[src/rtl/rxd_pkg.sv]
// Package: shared helpers for the receive descriptor base pointer control.
// Assumes the data bus width is one of 32, 64 or 128; any other value is
// treated as 32.
package rxd_pkg;

    // Number of low address bits cleared for a given bus width in bits.
    function automatic int unsigned align_bits(input int unsigned bus_w);
        case (bus_w)
            128:     return 4;
            64:      return 3;
            default: return 2;
        endcase
    endfunction

endpackage

[src/rtl/rxd_run_track.sv]
// Module: rxd_run_track
// Registers the run bit to find start cycles (0 -> 1) and qualifies the
// DMA advance strobe. A strobe counts only when the run bit is high in this
// cycle and was high in the previous one.
// Assumes run_en is synchronous to clk.
module rxd_run_track (
    input  logic clk,
    input  logic rst_n,
    input  logic run_en,
    input  logic adv_strobe,
    output logic start_pulse,
    output logic adv_ok
);

    logic run_q;

    // Keep the previous cycle's run bit; stopped out of reset.
    always_ff @(posedge clk) begin
        if (!rst_n) run_q <= 1'b0;
        else        run_q <= run_en;
    end

    // Decode the start edge and the qualified advance.
    always_comb begin
        start_pulse = run_en & ~run_q;
        adv_ok      = adv_strobe & run_en & run_q;
    end


    adv_in_start_chk: assert property (@(posedge clk) disable iff (!rst_n)
        start_pulse |-> !adv_ok);

endmodule

[src/rtl/rxd_base_reg.sv]
// Module: rxd_base_reg
// Holds the descriptor list base. Only the bits above the bus alignment are
// stored. Writes are accepted only while the run bit is 0. Every accepted
// write sets a sticky pending flag, and the next start cycle clears it.
// Assumes start_pulse can only be high while run_en is high.
module rxd_base_reg #(
    parameter int AW    = 32,
    parameter int BUS_W = 32
) (
    input  logic          clk,
    input  logic          rst_n,
    input  logic          wr_en,
    input  logic [AW-1:0] wr_data,
    input  logic          run_en,
    input  logic          start_pulse,
    output logic [AW-1:0] base,
    output logic          pending
);

    localparam int LOW = int'(rxd_pkg::align_bits(BUS_W));

    logic [AW-1:LOW] hi_q;
    logic            pend_q;
    logic            wr_ok;

    // A write counts only while reception is stopped.
    always_comb wr_ok = wr_en & ~run_en;

    // Store the upper address bits on an accepted write.
    always_ff @(posedge clk) begin
        if (!rst_n)     hi_q <= '0;
        else if (wr_ok) hi_q <= wr_data[AW-1:LOW];
    end

    // Sticky flag: set by an accepted write, cleared by a start.
    always_ff @(posedge clk) begin
        if (!rst_n)            pend_q <= 1'b0;
        else if (wr_ok)        pend_q <= 1'b1;
        else if (start_pulse)  pend_q <= 1'b0;
    end

    always_comb begin
        base    = {hi_q, {LOW{1'b0}}};
        pending = pend_q;
    end


    wr_gate_chk: assert property (@(posedge clk) disable iff (!rst_n)
        (wr_en && run_en) |=> $stable(base));


    pend_clear_chk: assert property (@(posedge clk) disable iff (!rst_n)
        start_pulse |=> !pending);

endmodule

[src/rtl/rxd_ptr_unit.sv]
// Module: rxd_ptr_unit
// Working descriptor pointer. At a start it either reloads the base (if a
// write is pending) or keeps its value. During a run it steps by DESC_BYTES
// on each qualified advance.
// Assumes DESC_BYTES is a multiple of the bus width in bytes.
module rxd_ptr_unit #(
    parameter int AW         = 32,
    parameter int BUS_W      = 32,
    parameter int DESC_BYTES = 16
) (
    input  logic          clk,
    input  logic          rst_n,
    input  logic          start_pulse,
    input  logic          pending,
    input  logic          adv_ok,
    input  logic [AW-1:0] base,
    output logic [AW-1:0] ptr
);

    localparam int            LOW  = int'(rxd_pkg::align_bits(BUS_W));
    localparam logic [AW-1:0] STEP = AW'(DESC_BYTES);

    logic [AW-1:0] ptr_q;

    // Reload, resume or advance the working pointer.
    always_ff @(posedge clk) begin
        if (!rst_n)                       ptr_q <= '0;
        else if (start_pulse && pending)  ptr_q <= base;
        else if (adv_ok)                  ptr_q <= ptr_q + STEP;
    end

    always_comb ptr = ptr_q;


    reload_chk: assert property (@(posedge clk) disable iff (!rst_n)
        (start_pulse && pending) |=> (ptr == $past(base)));


    resume_chk: assert property (@(posedge clk) disable iff (!rst_n)
        (start_pulse && !pending) |=> $stable(ptr));


    step_chk: assert property (@(posedge clk) disable iff (!rst_n)
        (adv_ok && !start_pulse) |=> (ptr == $past(ptr) + STEP));


    align_chk: assert property (@(posedge clk) disable iff (!rst_n)
        ptr[LOW-1:0] == '0);

endmodule

[src/rtl/rx_desc_base_ctrl.sv]
// Module: rx_desc_base_ctrl (top)
// Receive descriptor base register plus the working pointer control that
// decides between reload and resume at each start of reception.
// Assumes a single clock domain and BUS_W in {32, 64, 128}.
module rx_desc_base_ctrl #(
    parameter int AW         = 32,
    parameter int BUS_W      = 32,
    parameter int DESC_BYTES = 16
) (
    input  logic          clk,
    input  logic          rst_n,
    input  logic          reg_wr_en,
    input  logic [AW-1:0] reg_wr_data,
    output logic [AW-1:0] reg_rd_data,
    input  logic          run_en,
    input  logic          adv_strobe,
    output logic [AW-1:0] cur_desc_ptr
);

    logic          start_pulse;
    logic          adv_ok;
    logic          pending;
    logic [AW-1:0] base;

    rxd_run_track u_run (
        .clk         (clk),
        .rst_n       (rst_n),
        .run_en      (run_en),
        .adv_strobe  (adv_strobe),
        .start_pulse (start_pulse),
        .adv_ok      (adv_ok)
    );

    rxd_base_reg #(.AW(AW), .BUS_W(BUS_W)) u_base (
        .clk         (clk),
        .rst_n       (rst_n),
        .wr_en       (reg_wr_en),
        .wr_data     (reg_wr_data),
        .run_en      (run_en),
        .start_pulse (start_pulse),
        .base        (base),
        .pending     (pending)
    );

    rxd_ptr_unit #(.AW(AW), .BUS_W(BUS_W), .DESC_BYTES(DESC_BYTES)) u_ptr (
        .clk         (clk),
        .rst_n       (rst_n),
        .start_pulse (start_pulse),
        .pending     (pending),
        .adv_ok      (adv_ok),
        .base        (base),
        .ptr         (cur_desc_ptr)
    );

    // Readback is the stored, aligned base.
    always_comb reg_rd_data = base;


    stopped_hold_chk: assert property (@(posedge clk) disable iff (!rst_n)
        !run_en |=> $stable(cur_desc_ptr));

endmodule

[config.mk]
export PLATFORM = sky130hd
export DESIGN_NAME = rx_desc_base_ctrl
export DESIGN_NICKNAME = d
export VERILOG_FILES = /design/src/rtl/rxd_pkg.sv /design/src/rtl/rxd_run_track.sv /design/src/rtl/rxd_base_reg.sv /design/src/rtl/rxd_ptr_unit.sv /design/src/rtl/rx_desc_base_ctrl.sv
export SDC_FILE = /design/constraint.sdc
export NUM_CORES = 1
export LEC_CHECK = 0
export ABC_AREA = 1
export BUFFER_PORTS_ARGS = -buffer_cell sky130_fd_sc_hd__buf_4
export CORE_UTILIZATION = 46
export DETAILED_ROUTE_END_ITERATION = 8
export PLACE_DENSITY = 0.76
export SLEW_MARGIN = 15
export SYNTH_ARGS = -nofsm -noshare
export SYNTH_HDL_FRONTEND = slang
export SYNTH_SLANG_ARGS = --single-unit
[constraint.sdc]
create_clock -name clk -period 1.4 [get_ports clk]
set_input_delay 0.07 -clock clk [delete_from_list [all_inputs] [get_ports clk]]
set_output_delay 0.07 -clock clk [all_outputs]
set_load 0.05 [all_outputs]
==> flow_summary.yaml, run 1 <==
finish:
  drive_above_1_share_pct: 32.2
  diodes: 0
  nNetsFinal: 636
  area_growth_pct: 45.4
  final_cell_area_sq_um: 4550
cts:
  numCtsBuffers: 9
  clkLatencyLatePin_ns: 0.33
  clockRootBuffer: "clkbuf_8"
  htreeDepth: 3
  ctsLongestPathBuffers: 2
  cts_tree: "built"
  cts_sinks: 62
  clk_pin_slew_worst_paths_ns: 0.07
placed_design:
  io_buffers: 94
  place.gp.congestion: 0.852
  dpl_cell_area_sq_um: 4050
  place_hpwl_um: 6330
critical_path:
  cp_max_fo: 4
  arrival_ns: 1.73
  path_class: "flop to flop"
  cp-end-kind: "flop"
  cp_data_required_time_ns: 1.66
  crit_path_start_kind: "flop"
flow_run:
  drv_cap: 0
synthesis:
  syn-instance-count: 471
  yosys_warnings: 0
  synth.top_cell.area_share_pct: 39.6
  yosysSeqAreaShare_pct: 39.6
  synth_edf_count: 0
  ys_ff_latch: 62
  netlist_area_sq_um: 3130
  synthFlopType: "dfxtp_1"
  synth_cell_types: 30
  post_synth.cell_area_avg_sq_um: 6.65
  async_flop_share_pct: 0
  ys_top_cells_by_area: "dfxtp_1 (40%), nand2_1 (13%), nor2_1 (8.3%)"
  yosys.area.top_type: "dfxtp_1"
sta:
  finalCritPeriodShare_pct: 105
  finalCriticalPeriod_ns: 1.47
  rsz0062_at_grt: "true"
  fmax_mhz: 678
  skew_ns: 0.00580
  drv_slew: 0
  hold_viol_final: 0
  setup_viol: 8
  worst_slack_ns: -0.0745
drt:
  vias_per_cell: 5.15
  route.detailed.drc: 6
  drtIter0Drc: 218
  drtPass1Iterations: 7
  wl_um: 9290
  vias: 3502
  detail-route-antenna-nets: 0
  wire_per_inst_um: 13.7
grt:
  grt_use_total_pct: 26.2
  grt_pass1_wl_um: 14800
  grt_pass1_vias: 3238
  grt.overflow.total: 0
  grt_max_degree: 34
  antenna_found_initial: 0
run_status:
  violations: "DRC, setup timing"
  status: "finished, violations left"
floorplanning:
  core_area_sq_um: 6460
  start_util_pct: 48.5
  fp-row-count: 29
  ios: 101
  die_y_um: 84.5
  die_w_um: 84.5
  die_area_sq_um: 7140
power_and_ir_drop:
  p_leak_nw: 2.00
  p_int_mw: 2.85
  swShare_pct: 30.0
  total_power_mw: 4.07
  powerDensity_nw_per_um2: 894
  combPwrFrac_pct: 17.6
  clockPowerShare_pct: 36.4
  p_switching_mw: 1.22
  seqPwrFrac_pct: 46.0
  ir_drop_mv: 0.623
worst_hold_path:
  hold_path.class: "primary input to flop"
-- worst max-delay path: stages, from the launching register on --
cell and delay, ns:
dfxtp_4 0.38, buf_4 0.12, nand2_4 0.05, nor2_4 0.16, buf_4 0.16, nand2_4 0.06, nor2_4 0.12, xor2_1 0.17
nand2_1 0.07, a21oi_1 0.11
-- timing repair --
action / CTS / global route
hold buffers: 16 / 0
buffers inserted: 1 / 7
hold endpoints to repair: 16 / 0
pin swaps: 9 / 15
gates resized for setup: 2 / 28
setup endpoints to repair: 6 / 21
gates cloned: 0 / 0
-- state kept, by name (all words and copies together) (netlist names) --
signal and cells:
u_run.run_q 1, u_ptr.ptr 30, u_base.pending 1, u_base.hi_q 30
-- metrics by stage --
stage                     cells  hold WS, ns  util (%)  setup TNS, ns  worst slack, ns
after floorplan             474        0.163         -         -0.146          -0.0475
after global placement      640        0.294      62.7              0         0.000701
after detailed placement    640        0.297      62.7         -0.128          -0.0460
after CTS                   673      0.00296      68.3        -0.0418          -0.0281
after global routing        680      0.00818      70.5          -1.87           -0.158
final                       680      0.00766      70.5         -0.185          -0.0745
-- cell usage in the layout (no fill, tap or decap) --
cell / n
nand3_2: 1
nor2_4: 9
o22ai_1: 9
dlygate4sd3_1: 16
xnor2_2: 2
conb_1: 4
clkinvlp_4: 1
nand2_4: 5
buf_12: 1
o21ai_0: 39
clkinv_1: 2
dfxtp_1: 37
nand2_2: 8
inv_2: 3
nand2_1: 100
clkinv_2: 2
nor3_1: 1
nand4_1: 1
nor3b_1: 1
a31oi_1: 6
a21oi_1: 34
a22o_1: 5
xor2_1: 7
ha_4: 1
clkbuf_1: 1
dfxtp_2: 12
a221oi_1: 1
clkbuf_8: 12
nand3_1: 22
nor2_2: 7
inv_1: 56
nor2_1: 63
o21ai_1: 2
buf_4: 117
dfxtp_4: 13
xnor2_1: 2
-- power groups by stage --
stage	registers (mW)	logic, mW	clock network, mW
2_1_floorplan	2.15	0.206	0
3_3_place_gp	1.93	0.663	0
3_5_place_dp	1.93	0.669	0
4_1_cts	1.89	0.708	1.50
5_1_grt	1.88	0.762	1.57
6_report	1.87	0.715	1.48
-- routing by layer --
metal  part of all wire, %  wire length [um]  vias to the layer above  GRT usage (%)
met4                   1.4               132                        0           7.55
met3                   7.1               664                       10           6.59
met5                     0                 0                        -              0
li1                      -                 -                     1746              -
met1                    44              4080                     1608           32.8
met2                    47              4410                      138           44.5
-- Yosys cell counts, drive strengths merged, types with 4 or more instances --
master / n
a21oi: 34
a22o: 5
a31oi: 6
buf: 11
clkbuf: 10
dfxtp: 62
inv: 59
nand2: 113
nand3: 23
nor2: 79
o21ai: 41
o22ai: 9
xnor2: 4
xor2: 7
-- kinds of logic after synthesis --
family,synth area share [%]
AO/OA/AOI/OAI,16.7
XOR/XNOR,3.08
adder cells (fa/ha/maj),0.400
buffers and inverters,10.6
flip-flops,39.6
other,0.120
AND/OR/NAND/NOR,29.5
-- cell type report --
| class | instances | area, sq um |
|---|---|---|
| Multi-Input combinational cell | 330 | 1680 |
| Clock inverter | 3 | 17.5 |
| Sequential cell | 62 | 1310 |
| Timing Repair Buffer | 134 | 1060 |
| Fill cell | 532 | 1910 |
| Tap cell | 77 | 96.3 |
| Inverter | 61 | 229 |
| Clock buffer | 13 | 169 |
-- path summary, 6_finish.rpt --
kind | startpoint | to | slack, ns | depth (start not counted)
worst max-delay path | u_ptr.ptr[5] | u_ptr.ptr[17] | -0.07 | 9
worst min-delay path | reg_wr_data[11] | u_base.hi_q[11] | 0.008 | 3
worst max register to register | u_ptr.ptr[5] | u_ptr.ptr[17] | -0.07 | 9
worst min register to register | u_ptr.ptr[2] | u_ptr.ptr[2] | 0.47 | 2
Note: power is estimated with default switching activity, not from simulation.
==> run 2, diff against run 1 <==
--- a/config.mk
+++ b/config.mk
@@ -6,10 +6,11 @@
 export NUM_CORES = 1
 export LEC_CHECK = 0
 export ABC_AREA = 1
-export BUFFER_PORTS_ARGS = -buffer_cell sky130_fd_sc_hd__buf_4
-export CORE_UTILIZATION = 46
+export CORE_UTILIZATION = 50
 export DETAILED_ROUTE_END_ITERATION = 8
-export PLACE_DENSITY = 0.76
+export DONT_BUFFER_PORTS = 1
+export PLACE_DENSITY = 0.68
+export SKIP_CTS_REPAIR_TIMING = 1
 export SLEW_MARGIN = 15
 export SYNTH_ARGS = -nofsm -noshare
 export SYNTH_HDL_FRONTEND = slang
==> run 2 against run 1 <==
The run ends with hold timing, setup timing left. Design area down 3.9%. Global-route usage up 1.5 points. Critical path type unchanged. Power up 1.7%. Sequential power about the same. Utilization up 2.5 points. Final cell count down 4.3%. Wire length up 1.8%. Register-to-register slack better by 0.04 ns. First-iteration DRC count up 110%. Non-clock buffer count down 27. Sequential share of layout area up 0.94 points.
==> flow_summary.yaml, run 2 (synthesis results as in run 1) <==
drt:
  vias: 3382
  wl_met3_um: 717
  route.detailed.drc: 0
  highest_layer: "met4"
  wire_per_inst_um: 14.5
  wl_met1_um: 3910
  wl_um: 9450
  drtPass1Iterations: 5
  vias_per_cell: 5.20
  detail-route-antenna-nets: 0
  drtIter0Drc: 448
  dr_wl_met2_um: 4620
cts:
  clockRootBuffer: "clkbuf_8"
  htreeDepth: 3
  cts_sinks: 62
  clkLatencyLatePin_ns: 0.35
  numCtsBuffers: 9
  ctsLongestPathBuffers: 2
  cts_tree: "built"
  clk_pin_slew_worst_paths_ns: 0.07
floorplanning:
  start_util_pct: 52.3
  fp-row-count: 28
  die_y_um: 81.1
  die_area_sq_um: 6580
  die_w_um: 81.1
  ios: 101
  core_area_sq_um: 5990
critical_path:
  crit_end: "u_ptr.ptr[16]"
  crit_path_cell_trace: "ha_4 > nand2_4 > nor2_4 > nand2_4 > nor2_4 > nand3_1 > nand2_1 > nand2_1 > a21oi_2"
  slowest_stage: "dfxtp_4"
  startpoint: "u_ptr.ptr[4]"
  r2r_end: "u_ptr.ptr[16]"
  cp_data_required_time_ns: 1.67
  r2r_cells: 9
  reg2reg_from: "u_ptr.ptr[4]"
  cp_max_fo: 7
  cp-end-kind: "flop"
  slowest_delay_ns: 0.37
  arrival_ns: 1.71
  crit_path_start_kind: "flop"
  reg2reg_slack_ns: -0.03
  path_class: "flop to flop"
grt:
  grt_pass1_wl_um: 13700
  grt_pass1_vias: 3003
  grt.overflow.total: 0
  grt_max_degree: 34
  grt_use_total_pct: 27.6
  antenna_found_initial: 0
power_and_ir_drop:
  ir_drop_mv: 0.790
  powerDensity_nw_per_um2: 947
  p_leak_nw: 1.81
  total_power_mw: 4.14
finish:
  fillers: 493
  nNetsFinal: 609
  diodes: 0
  stdcell_count: 651
  multiInputGateArea_sq_um: 1650
  area_growth_pct: 39.6
  drive_above_1_share_pct: 25.5
  final_common_cell: "nand2_1"
  final_cell_area_sq_um: 4370
  final_cell_mix: "nand2_1 (104), buf_4 (73), nor2_1 (63)"
  final-seq-area_sq_um: 1290
flow_run:
  drv_cap: 0
sta:
  max_slew_margin_pct: 59.2
  tightest_slew_ns: 0.610
  timing.setup.tns_ns: -0.0629
  hold_viol_final: 1
  setup_viol: 2
  drv_slew: 0
  fmax_mhz: 697
  whs_ns: -0.0137
  finalCriticalPeriod_ns: 1.43
  skew_ns: 0.00816
  finalCritPeriodShare_pct: 102
  worst_slack_ns: -0.0343
  rsz0062_at_grt: "true"
placed_design:
  io_buffers: 0
  dpl_cell_area_sq_um: 3790
  place_hpwl_um: 6300
  placed_cells: 602
  place.gp.congestion: 0.892
worst_hold_path:
  hold_path.class: "primary input to flop"
run_status:
  status: "finished, violations left"
  violations: "hold timing, setup timing"
run 2: cell count changes in the layout (fill, tap and decap cells not counted), sizes merged:
| cell | previous run | this run |
|---|---|---|
| buf | 118 | 76 |
| bufinv | 0 | 1 |
| clkbuf | 13 | 12 |
| dlygate4sd3 | 16 | 31 |
run 2: worst min path at each step:
stage	startpoint	end	slack (ns)	cells after the start
finish	reg_wr_data[5]	u_base.hi_q[5]	-0.01	2
global route	run_en	u_base.pending	0.01	3
CTS	run_en	u_run.run_q	-0.19	2
detailed placement	run_en	u_run.run_q	0.17	2
global placement	run_en	u_run.run_q	0.17	2
floorplan	run_en	u_run.run_q	0.16	2
run 2: routing by layer:
metal | track usage [%] | vias to the layer above
li1 | - | 1694
met1 | 35.2 | 1531
met5 | 0 | -
met3 | 5.84 | 19
met4 | 12.7 | 0
met2 | 44.5 | 138
run 2: cell type report:
type	count	area share, %
Multi-Input combinational cell	330	37.8
Sequential cell	62	29.6
Timing Repair Buffer	107	20.8
Inverter	61	5.24
Clock buffer	12	3.32
Tap cell	75	2.15
Clock inverter	4	1.09
run 2: through the flow:
step / setup WS [ns] / util [%] / hold WS [ns]
after floorplan: -0.0475 / - / 0.163
after global placement: 0.0208 / 63.2 / 0.165
after detailed placement: -0.0423 / 63.2 / 0.169
after CTS: -0.0811 / 66.5 / -0.190
after global routing: -0.138 / 73.0 / 0.0114
final: -0.0343 / 73.0 / -0.0137
run 2: critical path, delay by kind of cell (launching register included):
kind / cells / cell delay [ns]
flops: 1 / 0.37
simple gates: 7 / 0.69
compound gates: 1 / 0.14
fa+ha+maj: 1 / 0.15
run 2: where the power goes:
group	leakage, nW	internal [mW]	switching, mW	total [mW]
clock	0.0964	0.866	0.707	1.57
sequential	0.522	1.82	0.0456	1.87
combinational	1.19	0.229	0.472	0.701
